File: src/rtl/march_pkg.sv
package march_pkg;

  typedef enum logic [1:0] {
    PH_FILL = 2'd0,
    PH_UP   = 2'd1,
    PH_DOWN = 2'd2
  } phase_t;

  typedef enum logic [1:0] {
    ST_IDLE  = 2'd0,
    ST_RUN   = 2'd1,
    ST_DRAIN = 2'd2,
    ST_DONE  = 2'd3
  } state_t;

  localparam logic [1:0] STEP_LAST = 2'd2;

endpackage

File: src/rtl/march_addr.sv
module march_addr #(
  parameter int ADDR_W = 13
) (
  input  logic              clk,
  input  logic              rst,
  input  logic              load,
  input  logic              load_top,
  input  logic              inc,
  input  logic              dec,
  output logic [ADDR_W-1:0] addr,
  output logic              at_top,
  output logic              at_bot
);

  localparam logic [ADDR_W-1:0] TOP = {ADDR_W{1'b1}};
  localparam logic [ADDR_W-1:0] BOT = '0;

  always_ff @(posedge clk) begin
    if (rst) begin
      addr <= BOT;
    end else if (load) begin
      addr <= load_top ? TOP : BOT;
    end else if (inc) begin
      addr <= addr + 1'b1;
    end else if (dec) begin
      addr <= addr - 1'b1;
    end
  end

  assign at_top = (addr == TOP);
  assign at_bot = (addr == BOT);

  // the sequencer must reload instead of wrapping past the top
  p_no_wrap_up_r3: assert property (@(posedge clk) disable iff (rst)
    !(inc && at_top && !load));

  // the sequencer must never step below address zero
  p_no_wrap_down_r4: assert property (@(posedge clk) disable iff (rst)
    !(dec && at_bot && !load));

endmodule

File: src/rtl/march_ctrl.sv
module march_ctrl
  import march_pkg::*;
#(
  parameter int ADDR_W = 13,
  parameter int DATA_W = 8
) (
  input  logic              clk,
  input  logic              rst,
  input  logic              start,
  input  logic              halt,
  output logic              start_ok,
  output logic [ADDR_W-1:0] mem_addr,
  output logic [DATA_W-1:0] mem_wdata,
  output logic              mem_we,
  output logic              mem_re,
  output logic [DATA_W-1:0] exp_data,
  output logic              done
);

  state_t            state;
  phase_t            phase;
  logic              pass;
  logic [1:0]        step;
  logic              drain;

  logic [ADDR_W-1:0] cur_addr;
  logic              at_top;
  logic              at_bot;
  logic              a_load;
  logic              a_top;
  logic              a_inc;
  logic              a_dec;

  logic [DATA_W-1:0] bg;
  logic              op_we;
  logic              op_re;
  logic [DATA_W-1:0] op_wdata;
  logic [DATA_W-1:0] op_exp;
  logic              run_go;
  logic              last_step;

  march_addr #(.ADDR_W(ADDR_W)) u_addr (
    .clk      (clk),
    .rst      (rst),
    .load     (a_load),
    .load_top (a_top),
    .inc      (a_inc),
    .dec      (a_dec),
    .addr     (cur_addr),
    .at_top   (at_top),
    .at_bot   (at_bot)
  );

  assign start_ok  = start && ((state == ST_IDLE) || (state == ST_DONE));
  assign run_go    = (state == ST_RUN) && !halt;
  assign last_step = (step == STEP_LAST);
  assign bg        = {DATA_W{pass}};
  assign done      = (state == ST_DONE);

  // operation for the current phase / step
  always_comb begin
    op_we    = 1'b0;
    op_re    = 1'b0;
    op_wdata = bg;
    op_exp   = bg;
    unique case (phase)
      PH_FILL: begin
        op_we    = 1'b1;
        op_wdata = bg;
      end
      PH_UP: begin
        unique case (step)
          2'd0:    begin op_re = 1'b1; op_exp = bg; end
          2'd1:    begin op_we = 1'b1; op_wdata = ~bg; end
          default: begin op_re = 1'b1; op_exp = ~bg; end
        endcase
      end
      default: begin
        unique case (step)
          2'd0:    begin op_re = 1'b1; op_exp = ~bg; end
          2'd1:    begin op_we = 1'b1; op_wdata = bg; end
          default: begin op_re = 1'b1; op_exp = bg; end
        endcase
      end
    endcase
  end

  // address sequencing
  always_comb begin
    a_load = 1'b0;
    a_top  = 1'b0;
    a_inc  = 1'b0;
    a_dec  = 1'b0;
    if (start_ok) begin
      a_load = 1'b1;
    end else if (run_go) begin
      unique case (phase)
        PH_FILL: begin
          if (at_top) a_load = 1'b1;
          else        a_inc  = 1'b1;
        end
        PH_UP: begin
          if (last_step) begin
            if (at_top) begin
              a_load = 1'b1;
              a_top  = 1'b1;
            end else begin
              a_inc = 1'b1;
            end
          end
        end
        default: begin
          if (last_step) begin
            if (at_bot) a_load = 1'b1;
            else        a_dec  = 1'b1;
          end
        end
      endcase
    end
  end

  always_ff @(posedge clk) begin
    if (rst) begin
      state     <= ST_IDLE;
      phase     <= PH_FILL;
      pass      <= 1'b0;
      step      <= 2'd0;
      drain     <= 1'b0;
      mem_addr  <= '0;
      mem_wdata <= '0;
      mem_we    <= 1'b0;
      mem_re    <= 1'b0;
      exp_data  <= '0;
    end else begin
      mem_we <= 1'b0;
      mem_re <= 1'b0;
      unique case (state)
        ST_IDLE, ST_DONE: begin
          if (start_ok) begin
            state <= ST_RUN;
            phase <= PH_FILL;
            pass  <= 1'b0;
            step  <= 2'd0;
            drain <= 1'b0;
          end
        end
        ST_RUN: begin
          if (halt) begin
            state <= ST_DONE;
          end else begin
            mem_addr  <= cur_addr;
            mem_we    <= op_we;
            mem_re    <= op_re;
            mem_wdata <= op_wdata;
            exp_data  <= op_exp;
            if (phase == PH_FILL) begin
              if (at_top) begin
                phase <= PH_UP;
                step  <= 2'd0;
              end
            end else begin
              step <= last_step ? 2'd0 : step + 2'd1;
              if (last_step) begin
                if (phase == PH_UP && at_top) begin
                  phase <= PH_DOWN;
                end else if (phase == PH_DOWN && at_bot) begin
                  if (pass) begin
                    state <= ST_DRAIN;
                    drain <= 1'b0;
                  end else begin
                    pass  <= 1'b1;
                    phase <= PH_FILL;
                  end
                end
              end
            end
          end
        end
        default: begin
          if (halt || drain) state <= ST_DONE;
          else               drain <= 1'b1;
        end
      endcase
    end
  end

  // one operation per cycle
  p_single_op_r10: assert property (@(posedge clk) disable iff (rst)
    !(mem_we && mem_re));

  // a finished engine leaves the memory untouched
  p_done_quiet_r9: assert property (@(posedge clk) disable iff (rst)
    done |-> (!mem_we && !mem_re));

  // a march write is followed by a re-read of the same word
  p_reread_r3: assert property (@(posedge clk) disable iff (rst)
    (mem_we && (phase != PH_FILL) && (step == 2'd2) && !halt)
      |=> (mem_re && $stable(mem_addr)));

endmodule

File: src/rtl/march_chk.sv
module march_chk #(
  parameter int ADDR_W = 13,
  parameter int DATA_W = 8
) (
  input  logic              clk,
  input  logic              rst,
  input  logic              clear,
  input  logic              stop_on_err,
  input  logic              rd_req,
  input  logic [ADDR_W-1:0] rd_addr,
  input  logic [DATA_W-1:0] rd_exp,
  input  logic [DATA_W-1:0] rdata,
  output logic              halt,
  output logic              fail,
  output logic [ADDR_W-1:0] fail_addr,
  output logic [DATA_W-1:0] fail_exp,
  output logic [DATA_W-1:0] fail_act
);

  logic              pend;
  logic [ADDR_W-1:0] pend_addr;
  logic [DATA_W-1:0] pend_exp;
  logic              mismatch;

  always_ff @(posedge clk) begin
    if (rst || clear) begin
      pend      <= 1'b0;
      pend_addr <= '0;
      pend_exp  <= '0;
    end else begin
      pend      <= rd_req;
      pend_addr <= rd_addr;
      pend_exp  <= rd_exp;
    end
  end

  assign mismatch = pend && (rdata != pend_exp);
  assign halt     = mismatch && stop_on_err;

  always_ff @(posedge clk) begin
    if (rst || clear) begin
      fail      <= 1'b0;
      fail_addr <= '0;
      fail_exp  <= '0;
      fail_act  <= '0;
    end else if (mismatch && !fail) begin
      fail      <= 1'b1;
      fail_addr <= pend_addr;
      fail_exp  <= pend_exp;
      fail_act  <= rdata;
    end
  end

  // the flag is sticky until a new start
  p_fail_sticky_r6: assert property (@(posedge clk) disable iff (rst)
    (fail && !clear) |=> fail);

  // later mismatches leave the first capture alone
  p_capture_hold_r8: assert property (@(posedge clk) disable iff (rst)
    (fail && !clear) |=> ($stable(fail_addr) && $stable(fail_exp) && $stable(fail_act)));

  // first mismatch records the word that came back
  p_first_catch_r6: assert property (@(posedge clk) disable iff (rst)
    (mismatch && !fail && !clear) |=> (fail && (fail_act == $past(rdata))));

endmodule

File: src/rtl/march_bist.sv
module march_bist #(
  parameter int ADDR_W = 13,
  parameter int DATA_W = 8
) (
  input  logic              clk,
  input  logic              rst,
  input  logic              start,
  input  logic              stop_on_err,
  output logic [ADDR_W-1:0] mem_addr,
  output logic [DATA_W-1:0] mem_wdata,
  output logic              mem_we,
  output logic              mem_re,
  input  logic [DATA_W-1:0] mem_rdata,
  output logic              done,
  output logic              fail,
  output logic [ADDR_W-1:0] fail_addr,
  output logic [DATA_W-1:0] fail_exp,
  output logic [DATA_W-1:0] fail_act
);

  logic              halt;
  logic              start_ok;
  logic [DATA_W-1:0] exp_data;

  march_ctrl #(.ADDR_W(ADDR_W), .DATA_W(DATA_W)) u_ctrl (
    .clk       (clk),
    .rst       (rst),
    .start     (start),
    .halt      (halt),
    .start_ok  (start_ok),
    .mem_addr  (mem_addr),
    .mem_wdata (mem_wdata),
    .mem_we    (mem_we),
    .mem_re    (mem_re),
    .exp_data  (exp_data),
    .done      (done)
  );

  march_chk #(.ADDR_W(ADDR_W), .DATA_W(DATA_W)) u_chk (
    .clk         (clk),
    .rst         (rst),
    .clear       (start_ok),
    .stop_on_err (stop_on_err),
    .rd_req      (mem_re),
    .rd_addr     (mem_addr),
    .rd_exp      (exp_data),
    .rdata       (mem_rdata),
    .halt        (halt),
    .fail        (fail),
    .fail_addr   (fail_addr),
    .fail_exp    (fail_exp),
    .fail_act    (fail_act)
  );

  // a halting mismatch stops memory traffic and raises done
  p_halt_quiet_r7: assert property (@(posedge clk) disable iff (rst)
    (halt && !start) |=> (done && !mem_we && !mem_re));

endmodule

File: config.mk
export PLATFORM = sky130hd
export DESIGN_NAME = march_bist
export DESIGN_NICKNAME = d
export VERILOG_FILES = /design/src/rtl/march_pkg.sv /design/src/rtl/march_addr.sv /design/src/rtl/march_ctrl.sv /design/src/rtl/march_chk.sv /design/src/rtl/march_bist.sv
export SDC_FILE = /design/constraint.sdc
export NUM_CORES = 1
export LEC_CHECK = 0
export ABC_CLOCK_PERIOD_IN_PS = 6100
export CAP_MARGIN = 30
export CORE_MARGIN = 1
export CORE_UTILIZATION = 60
export CTS_BUF_LIST = sky130_fd_sc_hd__clkbuf_2
export CTS_CLUSTER_SIZE = 16
export DETAILED_ROUTE_END_ITERATION = 7
export DONT_BUFFER_PORTS = 1
export PLACE_DENSITY_LB_ADDON = 0.12
export SLEW_MARGIN = 20
export SYNTH_ARGS = -nofsm -noshare
export SYNTH_HDL_FRONTEND = slang
export SYNTH_SLANG_ARGS = --single-unit
File: constraint.sdc
create_clock -name clk -period 6.1 [get_ports clk]
set_input_delay 0.305 -clock clk [delete_from_list [all_inputs] [get_ports clk]]
set_output_delay 0.305 -clock clk [all_outputs]
set_load 0.05 [all_outputs]
==> impl_metrics.toml, run 1 <==
[min_path]
hold_class = "input pin to flop"

[die]
io-pin-count = 66
die_h_um = 81.16
chipWidth_um = 81.16
dieArea_mm2 = 0.006587
row_count = 28
start_util_pct = 62.76
core_area_mm2 = 0.005991

[drt]
drt-initial-drc-count = 222
vias_per_cell = 6.122
drt_pass1_iterations = 5
drc_errors = 0
via_count = 3116
detail_route.wl_per_cell_um = 16.17
antenna_left = 0
totalWireLength_um = 8232

[clocking]
cts_root_buf = "clkbuf_2"
clock_sinks = 76
cts-buffers-inserted = 9
max-clock-path-buffers = 2
post-cts-setup-buffers = 0
clk_pin_slew_ps = 240
cts_tree = "done"
cts_resized = 0
htreeDepth = 3
cts_hold_buf = 12
clk_latency_ps = 530

[global_routing]
grt_pass1_wl_um = 13080
antenna_found_initial = 0
grt.total_usage_pct = 25.89
grt_pass1_vias = 2767
grt_max_degree = 35
grt_overflow = 0

[placed_design]
place_ws_ps = 1950
dp_hpwl_um = 5684
io_buffers = 0
gp_congestion = 0.9818

[finish]
nNetsFinal = 456
n_antenna_cell = 0
final_common_cell = "dfxtp_1"
utilization_pct = 67.00
drive_gt1_share_pct = 6.912
fill_cells = 483
areaGrowthSynthToFinish_pct = 6.755
final_cell_mix = "dfxtp_1, nor2_1, a21oi_1"

[synth]
synth_nets = 466
synth_seq_cells = 76
synth_area_leaders = "dfxtp_1, mux2i_1, a21oi_1, nor2_1, ha_1"
synth_edf_count = 0
synth_area_mm2 = 0.003760
synth_cells = 439
synth_top_area_cell = "dfxtp_1"
synthArstFlopShare_pct = 0
synthFlopType = "dfxtp_1"
ys_warn_count = 0
ys_types = 50
ys_seq_area_share_pct = 40.47
synth_area_per_cell_um2 = 8.565
yosys.area.top_type_share_pct = 40.47

[sta]
slew_violations = 0
skew_ps = 31.73
holdWs_ps = 104.7
finalSetupViolCount = 0
max_slew.worst_pin.slew_ps = 886.7
worst_slack_ps = 1766
rsz0062_at_grt = "false"
fin_setup_tns_ps = 0
hold_violations = 0
max_freq_mhz = 230.7
slew_headroom_pct = 40.12
min_period_over_period_pct = 71.06
fin_crit_ps = 4334

[critical_path]
worstRegToRegCells = 12
crit_chain = "ha_1 > inv_1 > a2111oi_0 > o21ai_0 > nand2b_1 > ha_1 > or4_1 > a211oi_1 > nor2_1 > xor2_1 > a21oi_1 > nor3_1"
cp-endpoint = "u_ctrl.u_addr.addr[8]"
reg2reg_setup_slack_ps = 1770
critical_path_class = "flop to flop"
cp-end-kind = "flop"
crit_buf_inv = 1
r2r-start = "u_ctrl.state[0]"
slowest_stage = "or4_1"
critPathArrivalTime_ps = 4780
crit_start = "u_ctrl.state[0]"
crit_cells = 12
crit_required_ps = 6540
startpoint_type = "flop"
path_common_cell = "ha_1"
max_stage_delay_ps = 530
r2r_end = "u_ctrl.u_addr.addr[8]"
critical_path.max_fanout = 13
crit_family = "simple AND/OR/NAND/NOR gates"

[power_and_ir_drop]
ir_drop_v = 0.0002889
powerDensity_mw_per_mm2 = 503.6
power.leakage_nw = 1.499

[job]
cap_violations = 0

[outcome]
status = "complete, no violations"
cells in the mapped netlist, types with 2 or more instances:
cell type and count:
a211o_1 2, o31ai_1 2, nor4_1 7, inv_1 9, o2bb2ai_1 2, ha_1 14, xnor2_1 7, and2_1 4
nand2b_1 8, mux2i_1 25, o21ai_0 11, and3_1 19, buf_2 4, nor2_1 50, a21o_1 5, or3_1 4
o221ai_1 2, buf_4 14, nor2b_1 4, nor4b_1 2, dfxtp_1 76, a2111oi_0 2, o311ai_0 2, clkbuf_1 19
xor2_1 3, o21bai_1 2, o41ai_1 2, o21a_1 4, a21oi_1 40, or4_1 2, a211oi_1 8, nand3_1 4
nor2_2 2, nand4_1 4, a31oi_1 5, nand2_1 37, nor3_1 19
registers in the layout, summed over array words and instances, names as in the netlist, 2 cells and up:
signal / cells
u_ctrl.phase: 2
u_ctrl.step: 2
u_chk.fail_act: 8
u_ctrl.state: 2
u_chk.pend_addr: 13
u_chk.fail_addr: 13
u_ctrl.u_addr.addr: 13
u_ctrl.mem_addr: 13
logic make-up after synthesis:
family                     count (synthesis)  synth area share [%]
AOI/OAI and AO/OA                         99                 17.44
DFF                                       76                 40.47
muxes                                     25                 6.656
buffers and inverters                     46                 6.123
adders and majority gates                 15                 5.191
xor gates and xnor gates                  10                 2.330
and+or+nand+nor                          168                 21.80
through the flow:
stage	cells	power [W]	cell area (um^2)
after global routing	509	0.002159	4014
after floorplan	439	0.001505	3760
after detailed placement	480	0.001664	3732
final	509	0.002021	4014
after global placement	478	0.001636	3677
after CTS	508	0.002000	4006
per-layer routing:
metal  global-route usage [%]  vias to the layer above  part of all wire, %
met4                    10.18                        0                  2.1
met1                    33.38                     1426                   45
met5                        0                        -                    0
met2                    40.92                      132                   45
met3                    6.966                       17                  7.8
li1                         -                     1541                    -
worst min path at each step:
stage | start | endpoint | slack (ps) | cells past startpoint
after floorplan | u_chk.pend_addr[0] | u_chk.fail_addr[0] | 440 | 2
after global placement | rst | u_ctrl.mem_addr[0] | 380 | 1
after detailed placement | rst | u_ctrl.mem_wdata[6] | 380 | 1
after CTS | mem_rdata[2] | u_chk.fail | 100 | 4
after global routing | mem_rdata[2] | u_chk.fail | 110 | 4
final | mem_rdata[2] | u_chk.fail | 100 | 4
worst register-to-register path, cell delays in order, from the launching register on:
cell	delay (ps)
dfxtp_1	440
ha_1	450
inv_1	170
a2111oi_0	430
o21ai_0	260
nand2b_1	500
ha_1	420
or4_1	530
a211oi_1	430
nor2_1	140
xor2_1	210
a21oi_1	90
nor3_1	180
power by group:
part           internal, W  switching (W)  total (W)
Combinational     0.000395       0.000610    0.00100
Sequential        0.000560       0.000133   0.000692
Clock             0.000138       0.000187   0.000324
layout make-up:
class	instances	area [um^2]	share of cell area, %
Timing Repair Buffer	16	200.2	4.988
Multi-Input combinational cell	317	2013	50.16
Clock inverter	7	98.84	2.463
Inverter	9	33.78	0.8416
Sequential cell	76	1529	38.09
Tap cell	75	93.84	2.338
Clock buffer	9	45.04	1.122
Power figures use the tool's default switching activity.
==> inputs of run 2 (changes only) <==
Settings changed: ABC_CLOCK_PERIOD_IN_PS 6100 to 4400.
Clock period 6.1 ns to 4.4 ns, I/O delays scaled along.
==> run 2 against run 1 <==
Die area unchanged. Count of clock-buffer cells in the layout unchanged. Worst setup slack worse by 1400 ps. Utilization down 0.31 points. Clock skew down 12 ps. Wire length down 1.8%. Fmax up 7.8%.
==> impl_metrics.toml, run 2 (same netlist as run 1, synthesis figures left out) <==
[outcome]
status = "complete, no violations"

[sta]
finalSetupViolCount = 0
skew_ps = 20.01
fin_crit_ps = 4021
worst_slack_ps = 379.3
holdWs_ps = 63.70
min_period_over_period_pct = 91.38
fin_setup_tns_ps = 0
slew_violations = 0
rsz0062_at_grt = "false"
slew_headroom_pct = 44.52
hold_violations = 0
max_slew.worst_pin.slew_ps = 827.7
max_freq_mhz = 248.7

[clocking]
clock_sinks = 76
clk_pin_slew_ps = 220
htreeDepth = 3
cts-buffers-inserted = 9
cts_tree = "done"
clk_latency_ps = 520
cts_root_buf = "clkbuf_2"
max-clock-path-buffers = 2

[min_path]
holdPathStages = 5
min_to = "u_chk.fail"
hold_class = "input pin to flop"
min_from = "mem_rdata[7]"

[placed_design]
place_ws_ps = 354.1
dp.cells = 483
io_buffers = 0
dp_hpwl_um = 5597
gp_congestion = 0.9608

[critical_path]
crit_family = "compound AO/OA/AOI/OAI gates"
slowest_stage = "or4_1"
path_common_cell = "ha_1"
crit_chain = "inv_1 > ha_1 > and2_1 > a2111oi_0 > o21ai_0 > nand2b_2 > ha_1 > or4_1 > a211oi_1 > nor2_1 > a31oi_1 > xor2_1 > a21oi_1"
startpoint_type = "flop"
cp-end-kind = "flop"
r2r-start = "u_ctrl.state[0]"
critical_path_class = "flop to flop"
crit_buf_inv = 1
reg2reg_setup_slack_ps = 380
crit_required_ps = 4830
max_stage_delay_ps = 530
worstRegToRegCells = 13
critPathArrivalTime_ps = 4450
critical_path.max_fanout = 12
r2r_end = "u_ctrl.u_addr.addr[12]"

[finish]
final_cell_mix = "dfxtp_1, nor2_1, a21oi_1"
areaGrowthSynthToFinish_pct = 6.256
fill_cells = 501
drive_gt1_share_pct = 7.780
n_antenna_cell = 0
final_cells = 512
final_common_cell = "dfxtp_1"
nNetsFinal = 459

[job]
cap_violations = 0

[die]
io-pin-count = 66
dieArea_mm2 = 0.006587
die_h_um = 81.16
row_count = 28
core_area_mm2 = 0.005991
start_util_pct = 62.76
chipWidth_um = 81.16

[power_and_ir_drop]
swShare_pct = 47.79
finalPower_w = 0.002700
pwr-share-clk_pct = 12.9
power.leakage_nw = 1.496
ir_drop_v = 0.0004812
p_switching_w = 0.001290
power_frac_seq_pct = 35.6
powerDensity_mw_per_mm2 = 675.7
p_comb_share_pct = 51.5
p_int_w = 0.001409

[global_routing]
grt_pass1_wl_um = 12970
antenna_found_initial = 0
grt_pass1_vias = 2710
grt_max_degree = 35
grt.total_usage_pct = 25.46
grt_overflow = 0

[drt]
drt_pass1_iterations = 4
via_count = 3096
totalWireLength_um = 8080
drt-initial-drc-count = 196
antenna_left = 0
detail_route.wl_per_cell_um = 15.78
vias_per_cell = 6.047
drc_errors = 0
-- run 2: cell types whose count changed in the layout (fill, tap and decap cells not counted), sizes merged --
cell | previous run | this run
clkinv | 3 | 1
inv | 10 | 14
buf | 5 | 8
bufinv | 2 | 0
-- run 2: how the worst max path moves through the flow --
stage / startpoint / slack, ps / endpoint / depth (start not counted)
detailed placement: u_ctrl.state[0] / 350 / u_ctrl.u_addr.addr[12] / 13
floorplan: u_ctrl.state[0] / 860 / u_ctrl.u_addr.addr[12] / 14
global placement: u_ctrl.state[0] / 600 / u_ctrl.u_addr.addr[9] / 13
global route: u_ctrl.state[0] / 100 / u_ctrl.u_addr.addr[8] / 13
finish: u_ctrl.state[0] / 380 / u_ctrl.u_addr.addr[12] / 13
CTS: u_ctrl.state[0] / 280 / u_ctrl.u_addr.addr[12] / 13
-- run 2: area by class of cell --
cell class | count | area, um^2 | area share, %
multi-input combinational | 317 | 2016 | 50.45
timing repair buffer | 19 | 222.7 | 5.575
sequential | 76 | 1529 | 38.27
tap | 75 | 93.84 | 2.349
inverter | 9 | 33.78 | 0.8456
clock buffer | 9 | 45.04 | 1.127
clock inverter | 7 | 55.05 | 1.378
-- run 2: timing repair --
item / CTS / global route
endpoints found under the hold margin: 42 / 0
hold buffers: 12 / 0
setup endpoints to repair: 0 / 4
gates resized for setup: 0 / 1
buffers inserted: 0 / 0
-- run 2: worst reg2reg max path, cell delays in order (launching register included) --
cell and delay (ps):
dfxtp_1 430, inv_1 60, ha_1 390, and2_1 190, a2111oi_0 380, o21ai_0 280, nand2b_2 400, ha_1 340
or4_1 530, a211oi_1 370, nor2_1 130, a31oi_1 220, xor2_1 150, a21oi_1 80
-- run 2: power groups by stage --
stage,clock network (W),registers [W],logic [W]
3_3_place_gp,0,0.00104,0.00123
4_1_cts,0.000356,0.000959,0.00136
2_1_floorplan,0,0.000935,0.00115
3_5_place_dp,0,0.000974,0.00134
5_1_grt,0.000385,0.000975,0.00154
6_report,0.000348,0.000961,0.00139
-- run 2: per-stage QoR --
stage | util [%] | area, um^2
after detailed placement | 62.68 | 3755
after global placement | 61.76 | 3700
after CTS | 66.52 | 3985
final | 66.69 | 3995
after floorplan | - | 3760
after global routing | 66.69 | 3995
-- run 2: metal layers --
layer | track usage (%) | vias to the layer above | wire [um]
met5 | 0 | - | 0
met3 | 6.966 | 16 | 613
met2 | 38.24 | 123 | 3594
li1 | - | 1553 | -
met1 | 33.91 | 1404 | 3733
met4 | 11.25 | 0 | 138
